File: src/rtl/pend_arb_pkg.sv
package pend_arb_pkg;
   localparam int PRIO_W     = 8;
   localparam int ID_W       = 10;
   localparam int PRIV_LIMIT = 32;
   localparam logic [ID_W-1:0]   ID_NONE   = 10'd1023;
   localparam logic [ID_W-1:0]   ID_HIDDEN = 10'd1022;
   localparam logic [PRIO_W:0]   PRIO_IDLE = 9'h100;

   typedef struct packed {
      logic [PRIO_W:0]   pr;
      logic [ID_W-1:0]   id;
      logic              grp;
   } cand_t;
endpackage

File: src/rtl/pend_arb_tree.sv
module pend_arb_tree
   import pend_arb_pkg::*;
#(
   parameter int N_IRQ   = 64,
   parameter int N_CPU   = 2,
   parameter int CPU_SEL = 0
) (
   input  logic [N_IRQ-1:0]        en_i,
   input  logic [N_IRQ-1:0]        pend_i,
   input  logic [N_IRQ-1:0]        grp_i,
   input  logic [N_IRQ*PRIO_W-1:0] prio_i,
   input  logic [N_IRQ*N_CPU-1:0]  tgt_i,
   output cand_t                   best_o
);
   localparam int LVL    = $clog2(N_IRQ);
   localparam int LEAVES = 1 << LVL;

   cand_t node [0:2*LEAVES-1];

   genvar k, i;
   generate
      for (k = 0; k < LEAVES; k++) begin : g_leaf
         if (k < N_IRQ) begin : g_real
            localparam bit PRIV = (k < PRIV_LIMIT);
            logic hit;
            assign hit = en_i[k] & pend_i[k] & (PRIV | tgt_i[k*N_CPU+CPU_SEL]);
            assign node[LEAVES+k] = hit ?
               '{pr: {1'b0, prio_i[k*PRIO_W +: PRIO_W]}, id: ID_W'(k), grp: grp_i[k]} :
               '{pr: PRIO_IDLE, id: ID_NONE, grp: 1'b0};
         end else begin : g_pad
            assign node[LEAVES+k] = '{pr: PRIO_IDLE, id: ID_NONE, grp: 1'b0};
         end
      end
      // left subtree always holds the smaller identifiers: right wins only on strictly better priority
      for (i = 1; i < LEAVES; i++) begin : g_node
         assign node[i] = (node[2*i+1].pr < node[2*i].pr) ? node[2*i+1] : node[2*i];
      end
   endgenerate

   assign node[0] = node[1];
   assign best_o  = node[0];
endmodule

File: src/rtl/pend_arb_gate.sv
module pend_arb_gate
   import pend_arb_pkg::*;
(
   input  logic              clk,
   input  logic              rst_n,
   input  cand_t             best_i,
   input  logic [1:0]        dist_en_i,
   input  logic [1:0]        cpu_en_i,
   input  logic              fiq_en_i,
   input  logic              ack_ctl_i,
   input  logic [PRIO_W-1:0] mask_i,
   input  logic [PRIO_W:0]   run_i,
   input  logic              sec_i,
   output logic [ID_W-1:0]   hp_o,
   output logic [ID_W-1:0]   view_o,
   output logic              irq_o,
   output logic              fiq_o
);
   logic            any_grp, under_mask, publish, grp_on, req, to_fiq;
   logic [ID_W-1:0] hp_n, view_n;

   always_comb begin
      any_grp    = (|dist_en_i) && (|cpu_en_i);
      under_mask = best_i.pr < {1'b0, mask_i};
      publish    = any_grp && under_mask;
      grp_on     = dist_en_i[best_i.grp] && cpu_en_i[best_i.grp];
      req        = publish && (best_i.pr < run_i) && grp_on;
      to_fiq     = req && !best_i.grp && fiq_en_i;
      hp_n       = publish ? best_i.id : ID_NONE;
      if (!publish)                        view_n = ID_NONE;
      else if (!best_i.grp && !sec_i)      view_n = ID_NONE;
      else if (best_i.grp && sec_i && !ack_ctl_i) view_n = ID_HIDDEN;
      else                                 view_n = best_i.id;
   end

   always_ff @(posedge clk or negedge rst_n) begin
      if (!rst_n) begin
         hp_o   <= ID_NONE;
         view_o <= ID_NONE;
         irq_o  <= 1'b0;
         fiq_o  <= 1'b0;
      end else begin
         hp_o   <= hp_n;
         view_o <= view_n;
         irq_o  <= req && !to_fiq;
         fiq_o  <= to_fiq;
      end
   end
endmodule

File: src/rtl/pend_arb.sv
module pend_arb
   import pend_arb_pkg::*;
#(
   parameter int N_IRQ = 64,
   parameter int N_CPU = 2
) (
   input  logic                    clk,
   input  logic                    rst_n,
   input  logic [N_IRQ-1:0]        src_enable,
   input  logic [N_IRQ-1:0]        src_pending,
   input  logic [N_IRQ-1:0]        src_group,
   input  logic [N_IRQ*8-1:0]      src_prio,
   input  logic [N_IRQ*N_CPU-1:0]  src_target,
   input  logic [1:0]              dist_grp_en,
   input  logic [N_CPU*2-1:0]      cpu_grp_en,
   input  logic [N_CPU-1:0]        cpu_fiq_en,
   input  logic [N_CPU-1:0]        cpu_ack_ctl,
   input  logic [N_CPU*8-1:0]      cpu_prio_mask,
   input  logic [N_CPU*9-1:0]      cpu_run_prio,
   input  logic [N_CPU-1:0]        cpu_view_sec,
   output logic [N_CPU*10-1:0]     hp_id,
   output logic [N_CPU*10-1:0]     hp_view_id,
   output logic [N_CPU-1:0]        irq_req,
   output logic [N_CPU-1:0]        fiq_req
);
   generate
      if ((N_IRQ % 32) != 0 || N_IRQ < 32 || N_IRQ > 1020) begin : g_bad_irq
         $error("pend_arb: N_IRQ must be a multiple of 32 no larger than 1020");
      end
      if (N_CPU < 1 || N_CPU > 8) begin : g_bad_cpu
         $error("pend_arb: N_CPU must lie in 1..8");
      end
   endgenerate

   genvar c;
   generate
      for (c = 0; c < N_CPU; c++) begin : g_cpu
         cand_t best;

         pend_arb_tree #(.N_IRQ(N_IRQ), .N_CPU(N_CPU), .CPU_SEL(c)) u_tree (
            .en_i   (src_enable),
            .pend_i (src_pending),
            .grp_i  (src_group),
            .prio_i (src_prio),
            .tgt_i  (src_target),
            .best_o (best)
         );

         pend_arb_gate u_gate (
            .clk       (clk),
            .rst_n     (rst_n),
            .best_i    (best),
            .dist_en_i (dist_grp_en),
            .cpu_en_i  (cpu_grp_en[c*2 +: 2]),
            .fiq_en_i  (cpu_fiq_en[c]),
            .ack_ctl_i (cpu_ack_ctl[c]),
            .mask_i    (cpu_prio_mask[c*8 +: 8]),
            .run_i     (cpu_run_prio[c*9 +: 9]),
            .sec_i     (cpu_view_sec[c]),
            .hp_o      (hp_id[c*10 +: 10]),
            .view_o    (hp_view_id[c*10 +: 10]),
            .irq_o     (irq_req[c]),
            .fiq_o     (fiq_req[c])
         );
      end
   endgenerate
endmodule

File: config.mk
export PLATFORM = sky130hd
export DESIGN_NAME = pend_arb
export DESIGN_NICKNAME = d
export VERILOG_FILES = /design/src/rtl/pend_arb_pkg.sv /design/src/rtl/pend_arb_tree.sv /design/src/rtl/pend_arb_gate.sv /design/src/rtl/pend_arb.sv
export SDC_FILE = /design/constraint.sdc
export NUM_CORES = 2
export LEC_CHECK = 0
export BUFFER_PORTS_ARGS = -buffer_cell sky130_fd_sc_hd__buf_2
export CORE_AREA = 8 8 354 356
export CTS_BUF_LIST = sky130_fd_sc_hd__clkbuf_4
export DETAILED_ROUTE_END_ITERATION = 10
export DIE_AREA = 0 0 362 364
export HOLD_SLACK_MARGIN = 0.03
export PLACE_DENSITY = 0.58
export RECOVER_POWER = 50
export SKIP_LAST_GASP = 1
export SYNTH_ARGS = -nofsm -noshare
export SYNTH_HDL_FRONTEND = slang
export SYNTH_SLANG_ARGS = --single-unit
File: constraint.sdc
create_clock -name clk -period 0.8 [get_ports clk]
set_input_delay 0.16 -clock clk [delete_from_list [all_inputs] [get_ports clk]]
set_output_delay 0.16 -clock clk [all_outputs]
set_load 0.03 [all_outputs]
==> impl_metrics.py <==
metrics = {
    "floorplanning": {
        "rows": 127,
        "core_um2": 119000,
        "die_height_um": 364,
        "io_pins": 924,
        "initial_core_util": 0.316,
        "die-area_um2": 132000,
        "die_width_um": 362,
    },
    "timing": {
        "max_slew_margin": 0.392,
        "drv_slew": 0,
        "hold_violations": 0,
        "fin_crit_sh": 17.1,
        "worst_slack_ns": -12.89,
        "rsz0062_at_grt": "true",
        "hold-worst-slack_ns": 0.0746,
        "tightest_slew_ns": 0.887,
        "finalSetupViolations": 76,
        "finalCriticalPeriod_ns": 13.69,
        "fmax_mhz": 73.0,
    },
    "placed_design": {
        "hpwlAfterDp_um": 180000,
        "place_congestion": 1.02,
        "numPortBuffers": 859,
        "placed_area_um2": 63200,
    },
    "setup_path": {
        "crit_top_cell": "a21o_1",
        "critPathMaxFanout": 12,
        "arrival_ns": 13.99,
        "worstSetupStartpointType": "primary input",
        "crit_start": "src_target[82]",
        "slowest_stage": "or4_4",
        "end_kind": "register",
        "endpoint": "g_cpu[0].u_gate.view_o[4]",
        "slowest_delay_ns": 0.54,
        "cp.required_ns": 1.10,
        "path_class": "primary input to register",
    },
    "route": {
        "wl_per_cell_um": 19.0,
        "wirelength_um": 202000,
        "routed_via_density": 5.20,
        "vias": 55300,
        "postRouteAntennaNets": 0,
        "firstDrtPassIters": 8,
        "drc_errors": 0,
        "dr.first_iter.drc_count": 3318,
    },
    "final_layout": {
        "nNetsFinal": 10600,
        "drive_gt1_frac": 0.458,
        "fillerInstances": 11600,
        "final_cell_area_um2": 66000,
        "area_delta_synth_final_pct": 75.1,
    },
    "global_routing": {
        "track_usage": 0.282,
        "grt_pass1_vias": 55100,
        "gr-total-overflow": 0,
        "grt_max_degree": 33,
        "grt_pass1_wl_um": 300000,
        "antenna_found_initial": 50,
    },
    "clock_tree": {
        "clkSinkCount": 32,
        "clk_pin_slew_worst_paths_ns": 0.11,
        "numCtsBuffers": 5,
        "clock_path_buffers": 2,
        "cts_tree": "yes",
        "cts-htree-levels": 2,
        "cts-root-buf": "clkbuf_4",
    },
    "logic_synthesis": {
        "ys_seq_area_frac": 0.0222,
        "synth_enable_flop_cells": 0,
        "yosys-top-cells-area": "ha_1, nand2_1, o21ai_0",
        "syn-num-nets": 7289,
        "yosys_warnings": 0,
        "yosysUniqueCellTypes": 103,
        "synth_ff_type": "dfstp_2",
        "syn-cell-area_um2": 37700,
        "avgSynthCellArea_um2": 6.62,
        "synth-seq-cells": 32,
        "syn_inst": 5689,
        "synth_top_area_frac": 0.239,
        "async_flop_share": 1.00,
        "synth_top_cell_by_area": "ha_1",
    },
    "status": {
        "violations": "setup timing",
        "outcome": "finished, violations left",
    },
    "worst_hold_path": {
        "worstHoldPathCells": 3,
        "hp-class": "primary input to register",
    },
    "pwr": {
        "irDropWorstVdd_mv": 6.45,
        "p_per_area_nw_per_um2": 4460,
        "p_leak_uw": 0.0353,
    },
    "run": {
        "cap_violations": 0,
    },
}
[layer usage]
metal,global-route usage,vias to the layer above,wire (µm)
met5,0,-,205
met4,0.107,32,9680
met3,0.0452,424,11500
met2,0.532,1530,101000
met1,0.316,25800,79700
li1,-,27500,-
[cell usage after synthesis, types with 18 or more instances]
cell / count
dfstp_2: 28
nand3_1: 155
ha_1: 720
a31oi_1: 126
or2_2: 26
a311oi_1: 24
mux2_2: 92
nand2b_1: 41
o211ai_1: 44
buf_1: 25
nor2_1: 381
o21a_1: 79
mux2i_1: 216
a21o_1: 197
o22ai_1: 18
nand2_1: 851
buf_4: 19
a211o_1: 22
o21ai_0: 454
and4_1: 23
nor3_1: 33
a31o_2: 36
o31a_1: 21
inv_1: 473
clkbuf_1: 185
nor2b_1: 69
a21oi_1: 412
nand4_1: 166
and3_1: 163
and2_1: 171
a211oi_1: 50
[registers in the layout (all words and copies together), names as in the netlist]
signal,count
g_cpu.u_gate.hp_o,14
g_cpu.u_gate.view_o,14
g_cpu.u_gate.fiq_o,2
g_cpu.u_gate.irq_o,2
[per-stage QoR]
stage / instances / utilization / setup WS [ns] / TNS (ns) / power [µW]
2_1_floorplan: 5689 / - / -13.10 / -406.53 / 139000
3_3_place_gp: 10500 / 0.529 / -13.71 / -431.17 / 238000
3_5_place_dp: 10500 / 0.529 / -13.94 / -435.82 / 239000
4_1_cts: 10600 / 0.542 / -12.87 / -419.38 / 284000
5_1_grt: 10600 / 0.552 / -13.62 / -447.67 / 303000
6_report: 10600 / 0.553 / -12.89 / -424.26 / 294000
[final cells by class]
class | instances | area (µm²) | area share
diodes | 32 | 80.1 | 0.00121
clock buffers | 5 | 37.5 | 0.000569
clock inverters | 3 | 18.8 | 0.000285
inverters | 476 | 1800 | 0.0273
multi-input cells | 4939 | 36200 | 0.549
flip-flops and latches | 32 | 836 | 0.0127
well taps | 1612 | 2020 | 0.0306
repair buffers | 3529 | 25000 | 0.378
[worst min path at each step]
stage	end	start	slack, ns
2_1_floorplan	g_cpu[0].u_gate.fiq_o	rst_n	-0.14
3_3_place_gp	g_cpu[0].u_gate.fiq_o	rst_n	0.13
3_5_place_dp	g_cpu[0].u_gate.irq_o	rst_n	0.13
4_1_cts	g_cpu[0].u_gate.fiq_o	cpu_fiq_en[0]	0.04
5_1_grt	g_cpu[0].u_gate.fiq_o	cpu_fiq_en[0]	0.05
6_report	g_cpu[0].u_gate.fiq_o	cpu_fiq_en[0]	0.07
[critical path: cells and delay by family]
kind                     cells  cell delay, ns
AO/OA/AOI/OAI               40            6.82
adder cells (fa/ha/maj)      7            1.87
buffers and inverters       12            1.68
multiplexers                 3            0.97
AND/OR/NAND/NOR             15            2.47
[power breakdown]
group | total (µW) | switching [µW] | internal [µW]
combinational | 291000 | 139000 | 152000
clock | 1010 | 678 | 337
sequential | 2410 | 219 | 2190
[cell usage in the layout (no fill, tap or decap), drive strengths merged, types with 16 or more instances in the layout]
cell type	instances
o21a	80
inv	474
o211ai	44
a21o	197
a21oi	417
nand2	852
or2	35
a31oi	127
and3	163
a211o	22
or3	16
dfstp	28
nor3	33
ha	720
o21ai	467
a31o	36
nand3	155
buf	3525
mux2i	218
nand2b	41
a211oi	56
o31a	21
nor2b	69
diode	32
nand4	166
mux2	95
a311oi	27
and2	171
o21bai	17
o22ai	18
a2111oi	20
and4	23
nor2	382
[kinds of logic (layout without fill, tap and decap cells)]
| family | after synthesis | in the layout | share of synthesized area |
|---|---|---|---|
| compound gates | 1748 | 1751 | 0.303 |
| xor+xnor | 3 | 3 | 0.000698 |
| fa+ha+maj | 726 | 726 | 0.241 |
| buf+inv | 722 | 4013 | 0.0746 |
| flops | 32 | 32 | 0.0222 |
| mux | 313 | 313 | 0.0871 |
| other cells | 0 | 32 | 0 |
| simple gates | 2145 | 2146 | 0.272 |
[timing repair]
| item | in CTS | in global routing |
|---|---|---|
| pin swaps | 66 | 105 |
| buffers inserted | 76 | 45 |
| resized for setup | 248 | 220 |
| hold buffers | 1 | 0 |
| cloned | 2 | 4 |
| setup endpoints to repair | 76 | 76 |
| hold endpoints to repair | 32 | 0 |
(Power assumes the default switching activity.)
